--- src/rtl/pgbranch_pkg.sv ---
package pgbranch_pkg;

  localparam int unsigned CODE_W  = 4;
  localparam int unsigned SENSE_N = 4;

  typedef enum logic [2:0] {
    SEL_ALWAYS = 3'd0,
    SEL_UNDEF  = 3'd1,
    SEL_ZERO   = 3'd2,
    SEL_CARRY  = 3'd3,
    SEL_SNS0   = 3'd4,
    SEL_SNS1   = 3'd5,
    SEL_SNS2   = 3'd6,
    SEL_SNS3   = 3'd7
  } cond_sel_e;

endpackage

--- src/rtl/pgbranch_rst_sync.sv ---
module pgbranch_rst_sync #(
  parameter int unsigned STAGES = 2
) (
  input  logic clk,
  input  logic rst_n,
  output logic rst_sync_n
);

  logic [STAGES-1:0] chain_q;
  logic [STAGES-1:0] chain_d;

  always_comb begin
    chain_d = {chain_q[STAGES-2:0], 1'b1};
  end

  always_ff @(posedge clk or negedge rst_n) begin
    if (!rst_n) begin
      chain_q <= '0;
    end else begin
      chain_q <= chain_d;
    end
  end

  assign rst_sync_n = chain_q[STAGES-1];

endmodule

--- src/rtl/pgbranch_flag_sync.sv ---
module pgbranch_flag_sync #(
  parameter int unsigned WIDTH  = 4,
  parameter int unsigned STAGES = 2
) (
  input  logic             clk,
  input  logic             rst_n,
  input  logic [WIDTH-1:0] async_in,
  output logic [WIDTH-1:0] sync_out
);

  logic [WIDTH-1:0] stage_q [STAGES];
  logic [WIDTH-1:0] stage_d [STAGES];

  genvar g;
  generate
    for (g = 0; g < STAGES; g++) begin : g_stage
      if (g == 0) begin : g_first
        always_comb stage_d[g] = async_in;
      end else begin : g_next
        always_comb stage_d[g] = stage_q[g-1];
      end

      always_ff @(posedge clk or negedge rst_n) begin
        if (!rst_n) begin
          stage_q[g] <= '0;
        end else begin
          stage_q[g] <= stage_d[g];
        end
      end
    end
  endgenerate

  assign sync_out = stage_q[STAGES-1];

  logic armed_q;
  always_ff @(posedge clk or negedge rst_n) begin
    if (!rst_n) armed_q <= 1'b0;
    else        armed_q <= 1'b1;
  end

  AST_SYNC_FIRST: assert property (@(posedge clk) disable iff (!rst_n || !armed_q)
    stage_q[0] == $past(async_in));

  generate
    for (g = 1; g < STAGES; g++) begin : g_chk
      AST_SYNC_SHIFT: assert property (@(posedge clk) disable iff (!rst_n || !armed_q)
        stage_q[g] == $past(stage_q[g-1]));
    end
  endgenerate

endmodule

--- src/rtl/pgbranch_cond.sv ---
module pgbranch_cond
  import pgbranch_pkg::*;
(
  input  logic               clk,
  input  logic               rst_n,
  input  logic [CODE_W-1:0]  cond_code,
  input  logic               acc_zero,
  input  logic               carry_flag,
  input  logic [SENSE_N-1:0] sense_sync,
  output logic               take
);

  cond_sel_e sel;
  logic      invert;
  logic      raw;

  always_comb begin
    sel    = cond_sel_e'(cond_code[2:0]);
    invert = cond_code[3];
    unique case (sel)
      SEL_ALWAYS, SEL_UNDEF: raw = 1'b1;
      SEL_ZERO:              raw = acc_zero;
      SEL_CARRY:             raw = carry_flag;
      SEL_SNS0:              raw = sense_sync[0];
      SEL_SNS1:              raw = sense_sync[1];
      SEL_SNS2:              raw = sense_sync[2];
      SEL_SNS3:              raw = sense_sync[3];
      default:               raw = 1'b1;
    endcase
    take = raw ^ invert;
  end

  AST_ALWAYS_TAKEN: assert property (@(posedge clk) disable iff (!rst_n)
    (cond_code[2:1] == 2'b00 && !cond_code[3]) |-> take);

  AST_SKIP_NEVER: assert property (@(posedge clk) disable iff (!rst_n)
    (cond_code[2:1] == 2'b00 && cond_code[3]) |-> !take);

endmodule

--- src/rtl/pgbranch_pc.sv ---
module pgbranch_pc #(
  parameter int unsigned PC_W  = 16,
  parameter int unsigned OPD_W = 8
) (
  input  logic             clk,
  input  logic             rst_n,
  input  logic             resolve,
  input  logic             take,
  input  logic [PC_W-1:0]  pc_cur,
  input  logic [OPD_W-1:0] operand,
  output logic [PC_W-1:0]  pc_next,
  output logic             taken
);

  localparam int unsigned PAGE_W = PC_W - OPD_W;

  logic [PC_W-1:0] pc_d, pc_q;
  logic            taken_d, taken_q;
  logic            pc_en;

  always_comb begin
    pc_en   = resolve;
    taken_d = resolve & take;
    if (take) pc_d = {pc_cur[PC_W-1 -: PAGE_W], operand};
    else      pc_d = pc_cur + PC_W'(1);
  end

  always_ff @(posedge clk or negedge rst_n) begin
    if (!rst_n) begin
      pc_q    <= '0;
      taken_q <= 1'b0;
    end else begin
      taken_q <= taken_d;
      if (pc_en) pc_q <= pc_d;
    end
  end

  assign pc_next = pc_q;
  assign taken   = taken_q;

  AST_TAKEN_PAGE: assert property (@(posedge clk) disable iff (!rst_n)
    taken_q |-> pc_q[PC_W-1 -: PAGE_W] == $past(pc_cur[PC_W-1 -: PAGE_W]));

  AST_TAKEN_LOW: assert property (@(posedge clk) disable iff (!rst_n)
    taken_q |-> pc_q[OPD_W-1:0] == $past(operand));

  AST_STEP_OVER: assert property (@(posedge clk) disable iff (!rst_n)
    ($past(resolve) && !taken_q) |-> pc_q == $past(pc_cur) + PC_W'(1));

  AST_IDLE_HOLD: assert property (@(posedge clk) disable iff (!rst_n)
    !resolve |=> ($stable(pc_q) && !taken_q));

endmodule

--- src/rtl/pgbranch_unit.sv ---
module pgbranch_unit
  import pgbranch_pkg::*;
#(
  parameter int unsigned PC_W        = 16,
  parameter int unsigned OPD_W       = 8,
  parameter int unsigned SYNC_STAGES = 2
) (
  input  logic               clk,
  input  logic               rst_n,
  input  logic               resolve,
  input  logic [CODE_W-1:0]  cond_code,
  input  logic [PC_W-1:0]    pc_cur,
  input  logic [OPD_W-1:0]   jump_operand,
  input  logic               acc_zero,
  input  logic               carry_flag,
  input  logic [SENSE_N-1:0] sense_in,
  output logic [PC_W-1:0]    pc_next,
  output logic               jump_taken
);

  logic               rst_sync_n;
  logic [SENSE_N-1:0] sense_sync;
  logic               take;

  pgbranch_rst_sync #(.STAGES(2)) u_rst (
    .clk        (clk),
    .rst_n      (rst_n),
    .rst_sync_n (rst_sync_n)
  );

  pgbranch_flag_sync #(.WIDTH(SENSE_N), .STAGES(SYNC_STAGES)) u_sync (
    .clk      (clk),
    .rst_n    (rst_sync_n),
    .async_in (sense_in),
    .sync_out (sense_sync)
  );

  pgbranch_cond u_cond (
    .clk        (clk),
    .rst_n      (rst_sync_n),
    .cond_code  (cond_code),
    .acc_zero   (acc_zero),
    .carry_flag (carry_flag),
    .sense_sync (sense_sync),
    .take       (take)
  );

  pgbranch_pc #(.PC_W(PC_W), .OPD_W(OPD_W)) u_pc (
    .clk     (clk),
    .rst_n   (rst_sync_n),
    .resolve (resolve),
    .take    (take),
    .pc_cur  (pc_cur),
    .operand (jump_operand),
    .pc_next (pc_next),
    .taken   (jump_taken)
  );

  AST_PULSE_ONE: assert property (@(posedge clk) disable iff (!rst_sync_n)
    (jump_taken && !$past(resolve, 2)) |=> !jump_taken);

  AST_UNDEF_AS_ALWAYS: assert property (@(posedge clk) disable iff (!rst_sync_n)
    (resolve && cond_code == 4'h1) |=> jump_taken);

  AST_UNDEF_AS_SKIP: assert property (@(posedge clk) disable iff (!rst_sync_n)
    (resolve && cond_code == 4'h9) |=> !jump_taken);

endmodule

--- config.mk ---
export PLATFORM = sky130hd
export DESIGN_NAME = pgbranch_unit
export DESIGN_NICKNAME = d
export VERILOG_FILES = /design/src/rtl/pgbranch_pkg.sv /design/src/rtl/pgbranch_rst_sync.sv /design/src/rtl/pgbranch_flag_sync.sv /design/src/rtl/pgbranch_cond.sv /design/src/rtl/pgbranch_pc.sv /design/src/rtl/pgbranch_unit.sv
export SDC_FILE = /design/constraint.sdc
export NUM_CORES = 1
export LEC_CHECK = 0
export CORE_MARGIN = 4
export CORE_UTILIZATION = 55
export DETAILED_ROUTE_END_ITERATION = 6
export DONT_BUFFER_PORTS = 1
export GPL_TIMING_DRIVEN = 0
export PLACE_DENSITY = 0.73
export SLEW_MARGIN = 5
export SYNTH_ARGS = -nofsm -noshare
export SYNTH_HDL_FRONTEND = slang
export SYNTH_SLANG_ARGS = --single-unit
--- constraint.sdc ---
create_clock -name clk -period 0.85 [get_ports clk]
set_clock_uncertainty 0.1 [all_clocks]
set_input_delay 0.17 -clock clk [delete_from_list [all_inputs] [get_ports clk]]
set_output_delay 0.17 -clock clk [all_outputs]
set_load 0.1 [all_outputs]
**Yosys cells after proc, flatten, opt, wreduce, memory -nomap -nowiden**

Index checks and enable logic that the tools add are counted.

- Flip-flop bits (word level): 27
- Input bits: 37
- Logic and storage cells: 19
- Output and inout bits: 17

- Eq/ne operators: 7
- Bitwise gates (word level): 2
- Reduce and logical (&&, ||, !) cells: 2
- Muxes and demuxes: 2
- Add/subtract/negate cells: 1

Operator list:

| operator | count |
|---|---|
| adder 16 x 1 -> 16 bit (second input constant) | 1 |
| 2-to-1 mux 16 bit | 1 |
| == test 3 bit (second input constant) | 4 |
| case mux 1 bit (7 select lines) | 1 |
| == test 3 x 2 -> 1 bit (second input constant) | 2 |
| == test 3 x 1 -> 1 bit (second input constant) | 1 |
| logical NOT 3 bit | 1 |
| OR reduction 2 bit | 1 |
| AND 1 bit | 1 |
| bitwise XOR 1 bit | 1 |

**Logic depth before layout (Yosys ltp)**

- Depth in word-level cells: 5
- Mapped depth: 7
- Mapped depth without buffers: 7

**Hierarchy**

Synthesis repeated with hierarchy kept, for this count alone.

- Cells, all modules: 135
- Area, all modules: 1340.0 um^2

Modules (own cells, without submodules):

| module | instances | area an instance (um^2) | cells an instance | seq. area each (um^2) |
|---|---|---|---|---|
| pgbranch_pc | 1 | 972.2 | 110 | 425.4 |
| pgbranch_flag_sync | 1 | 200.2 | 8 | 200.2 |
| pgbranch_cond | 1 | 113.9 | 14 | 0.0 |
| pgbranch_rst_sync | 1 | 53.8 | 3 | 50.0 |

**Least setup slack after synthesis**

No wires, ideal clock.

- Path type: register to register
- Start point: register u_sync.stage_q (netlist bit u_sync.sync_out[2])
- End point: register u_pc.pc_q[15] (netlist: u_pc.pc_next[15])
- Stages on the path, launching flop included: 7
- Required time: 0.625 ns
- Setup time: 0.125 ns
- Slack: -1.019 ns
- Data arrival time: 1.644 ns
- Period minus slack after synthesis: 1.869 ns
- Buffers on the path: 0
- Path through: dfrtp_1 > mux2i_1 > xor2_1 > a2bb2oi_2 > a2111oi_4 > nand3_1 > mux2_4

- Word-level cells in the longest chain between the ends: 3

Ends and longest elaborated chain:

| what | RTL line | source |
|---|---|---|
| from (decl) | pgbranch_flag_sync.sv:11 | `logic [WIDTH-1:0] stage_q [STAGES];` |
| from (signal, indexed assignment) | pgbranch_flag_sync.sv:27 | `stage_q[g] <= stage_d[g];` |
| case mux 1 bit (7 select lines) | pgbranch_cond.sv:20 | `unique case (sel)` |
| bitwise XOR 1 bit | pgbranch_cond.sv:30 | `take = raw ^ invert;` |
| 2-to-1 mux 16 bit | pgbranch_pc.sv:24 | `if (take) pc_d = {pc_cur[PC_W-1 -: PAGE_W], operand};` |
| to (signal assigned) | pgbranch_pc.sv:34 | `if (pc_en) pc_q <= pc_d;` |
| to (decl) | pgbranch_pc.sv:17 | `logic [PC_W-1:0] pc_d, pc_q;` |

Every way passes these cells.
A chain may end at the register's enable or synchronous reset.

**Worst setup path in the final report**

- Start point: register u_sync.stage_q (netlist bit u_sync.sync_out[0])
- End point: register u_pc.pc_q[15] (netlist: u_pc.pc_next[15])

The elaborated chain is that of the path after synthesis.

==> results.cfg <==
[status]
status = finished with violations
violations = negative hold slack, negative setup slack

[routing]
first_pass_iters = 5
ant_nets = 0
vias = 1109
dr_wl_met2_microns = 2010
drt_drc_violations_left = 0
met1_length_microns = 1350
drtIter0Drc = 40
highest_layer = met4
routed_via_density = 5.93
wl_per_cell_microns = 20.0
met3_length_microns = 309
wl_microns = 3750

[job]
drv_cap = 0

[logic_synthesis]
avgSynthCellArea_sq_um = 10.3
syn_nets = 170
ys_types = 28
ys_ff_latch = 27
synth_area_sq_um = 1360
synth-edff-count = 0
synth_async_sr_flop_share_pct = 100
yosys_warnings = 0
ys_seq_area_share_pct = 49.6
synth_cells = 132
synth_ff_type = dfrtp_1

[cells_and_area]
nNetsFinal = 198
fin_area_sq_um = 1820
area_growth_pct = 33.6
antenna_cells = 0
drive_above_1_share_pct = 27.7

[global_route]
grt.overflow.total = 0
antenna_found_initial = 0
grt_start_max_net_pins = 26
grt_pass1_wl_microns = 5650
grt_use_total_pct = 21.7
grt_pass1_vias = 1205

[floorplan]
core_sq_um = 2280
die_x_microns = 57.8
pin_count = 54
die_y_microns = 57.8
die-area_sq_um = 3340
fp-row-count = 17
start_util_pct = 59.9

[worst_setup_path]
cp-end-kind = flip-flop
cp.required_ps = 980
criticalPathCategory = reg -> reg
crit_start = u_sync.sync_out[0]
crit_arrival_ps = 2090
cp_max_fo = 4
worst_setup_path_start_kind = flip-flop
r2r_start = u_sync.sync_out[0]

[timing]
period_needed_ps = 1960
slew_viol_final = 0
fmax_mhz = 510
rsz0062_at_grt = true
tightest_slew_ps = 615
setup_viol = 34
layout_setup_ws_ps = -1110
maxSlewHeadroom_pct = 59.0
fin_hold_ws_ps = -100
timing.final.crit_share_pct = 231
hold_viol = 6

[power]
clock_power_share_pct = 17.0
p_comb_share_pct = 15.7
vdd_ir_drop_max_v = 0.00137
switching_share_pct = 43.0
leakage_nw = 0.685
p_switching_mw = 1.44
internal_power_mw = 1.91
seq_power_share_pct = 67.4
p_per_area_nw_per_um2 = 1840

[clocking]
cts-root-buf = clkbuf_4
clkLatencyLatePin_ps = 320
cts_buffer_depth = 2
clkSinkCount = 27
numCtsBuffers = 3
clkTransAtPathRegs_ps = 150
h-tree-depth = 1
cts_tree = done

[placement]
dpl.hpwl_microns = 2240
port_buffers = 0
dpl-instance-area_sq_um = 1490
place.gp.congestion = 0.760

[hold_path]
min_from = pc_cur[11]
hp-class = in -> reg
==> state kept, by name, summed over array words and instances (netlist names) <==
register	count
u_pc.pc_next	16
u_pc.taken	1
u_rst.chain_q	2
u_sync.stage_d	4
u_sync.sync_out	4
==> critical path, cell delays in order (launching register included) <==
cell and delay [ps]:
dfrtp_1 410, mux2i_1 160, xor2_1 270, a2bb2oi_4 140, a2111oi_4 330, nand3_1 150, mux2_4 310
==> area by class of cell <==
cell class,count,area [sq um]
fill,140,455
inverter,3,11.3
clock buffer,4,26.3
tap,28,35.0
timing repair buffer,23,228
multi-input combinational,99,766
buffer,3,11.3
sequential,27,743
==> Yosys cell counts, types with 2 or more instances <==
cell	number	area (sq um)
clkbuf_1	3	11.3
nor3_1	2	10.0
xnor2_1	10	87.6
nand2_1	13	48.8
nor2_1	14	52.6
inv_1	3	11.3
nand3_1	7	35.0
xor2_1	5	43.8
a2111oi_2	2	30.0
a21oi_1	14	70.1
dfrtp_1	27	676
o21ai_0	7	35.0
mux2i_1	10	100
==> cells in the final DEF, fill, tap and decap left out, drive strengths merged, types with 2 or more instances in the layout <==
cell type and n:
xor2 5, a2111oi 3, o21ai 7, dlygate4sd3 17
dfrtp 27, nand4 2, buf 6, nand3 7
nor3 2, inv 3, nor2 14, a21oi 14
xnor2 10, nand2 14, clkbuf 7, a31oi 2
mux2i 10
==> layer usage <==
| metal | track usage [%] | vias up |
|---|---|---|
| met5 | 0 | - |
| met4 | 4.30 | 0 |
| met3 | 6.68 | 8 |
| met2 | 41.1 | 42 |
| met1 | 23.7 | 547 |
| li1 | - | 512 |
==> stage by stage <==
step / TNS [ps] / worst slack, ps / std cells / util (%) / total power [mW]
after floorplan: -13480 / -1010 / 132 / - / 2.54
after global routing: -26260 / -1220 / 187 / 80.0 / 3.46
after detailed placement: -16800 / -1150 / 160 / 65.4 / 2.62
after CTS: -23260 / -1130 / 186 / 77.6 / 3.28
after global placement: -15750 / -1110 / 160 / 65.4 / 2.60
final: -23960 / -1110 / 187 / 80.0 / 3.34
==> path summary, 6_finish.rpt <==
check | endpoint | slack [ps] | depth (start not counted)
min reg2reg | u_pc.pc_next[2] | 140 | 0
min | u_pc.pc_next[11] | -100 | 2
max reg2reg | u_pc.pc_next[15] | -1110 | 6
min in group asynchronous | u_pc.pc_next[2] | 140 | 0
max | u_pc.pc_next[15] | -1110 | 6
max in group asynchronous | u_rst.chain_q[1] | 30 | 2
==> logic make-up (layout without fill, tap and decap cells) <==
group / Yosys count / after routing / synth area share [%]
AO/OA/AOI/OAI: 28 / 28 / 15.0
XOR/XNOR: 15 / 15 / 9.64
adder cells (fa/ha/maj): 1 / 1 / 0.918
buffers and inverters: 6 / 33 / 1.65
flip-flops: 27 / 27 / 49.6
multiplexers: 11 / 11 / 8.45
other: 1 / 1 / 0.275
AND/OR/NAND/NOR: 43 / 43 / 14.5
==> what timing repair did <==
item,CTS,global route
buffers inserted,6,0
hold buffers,16,1
resized for setup,5,9
endpoints found under the hold margin,22,7
pin swaps,10,7
setup endpoints to repair,34,51
==> power groups by stage <==
stage	clock network, mW	logic [mW]	registers, mW
2_1_floorplan	0	0.294	2.25
3_3_place_gp	0	0.330	2.27
3_5_place_dp	0	0.344	2.28
4_1_cts	0.559	0.470	2.25
5_1_grt	0.629	0.565	2.27
6_report	0.568	0.524	2.25
(Power assumes the default switching activity.)
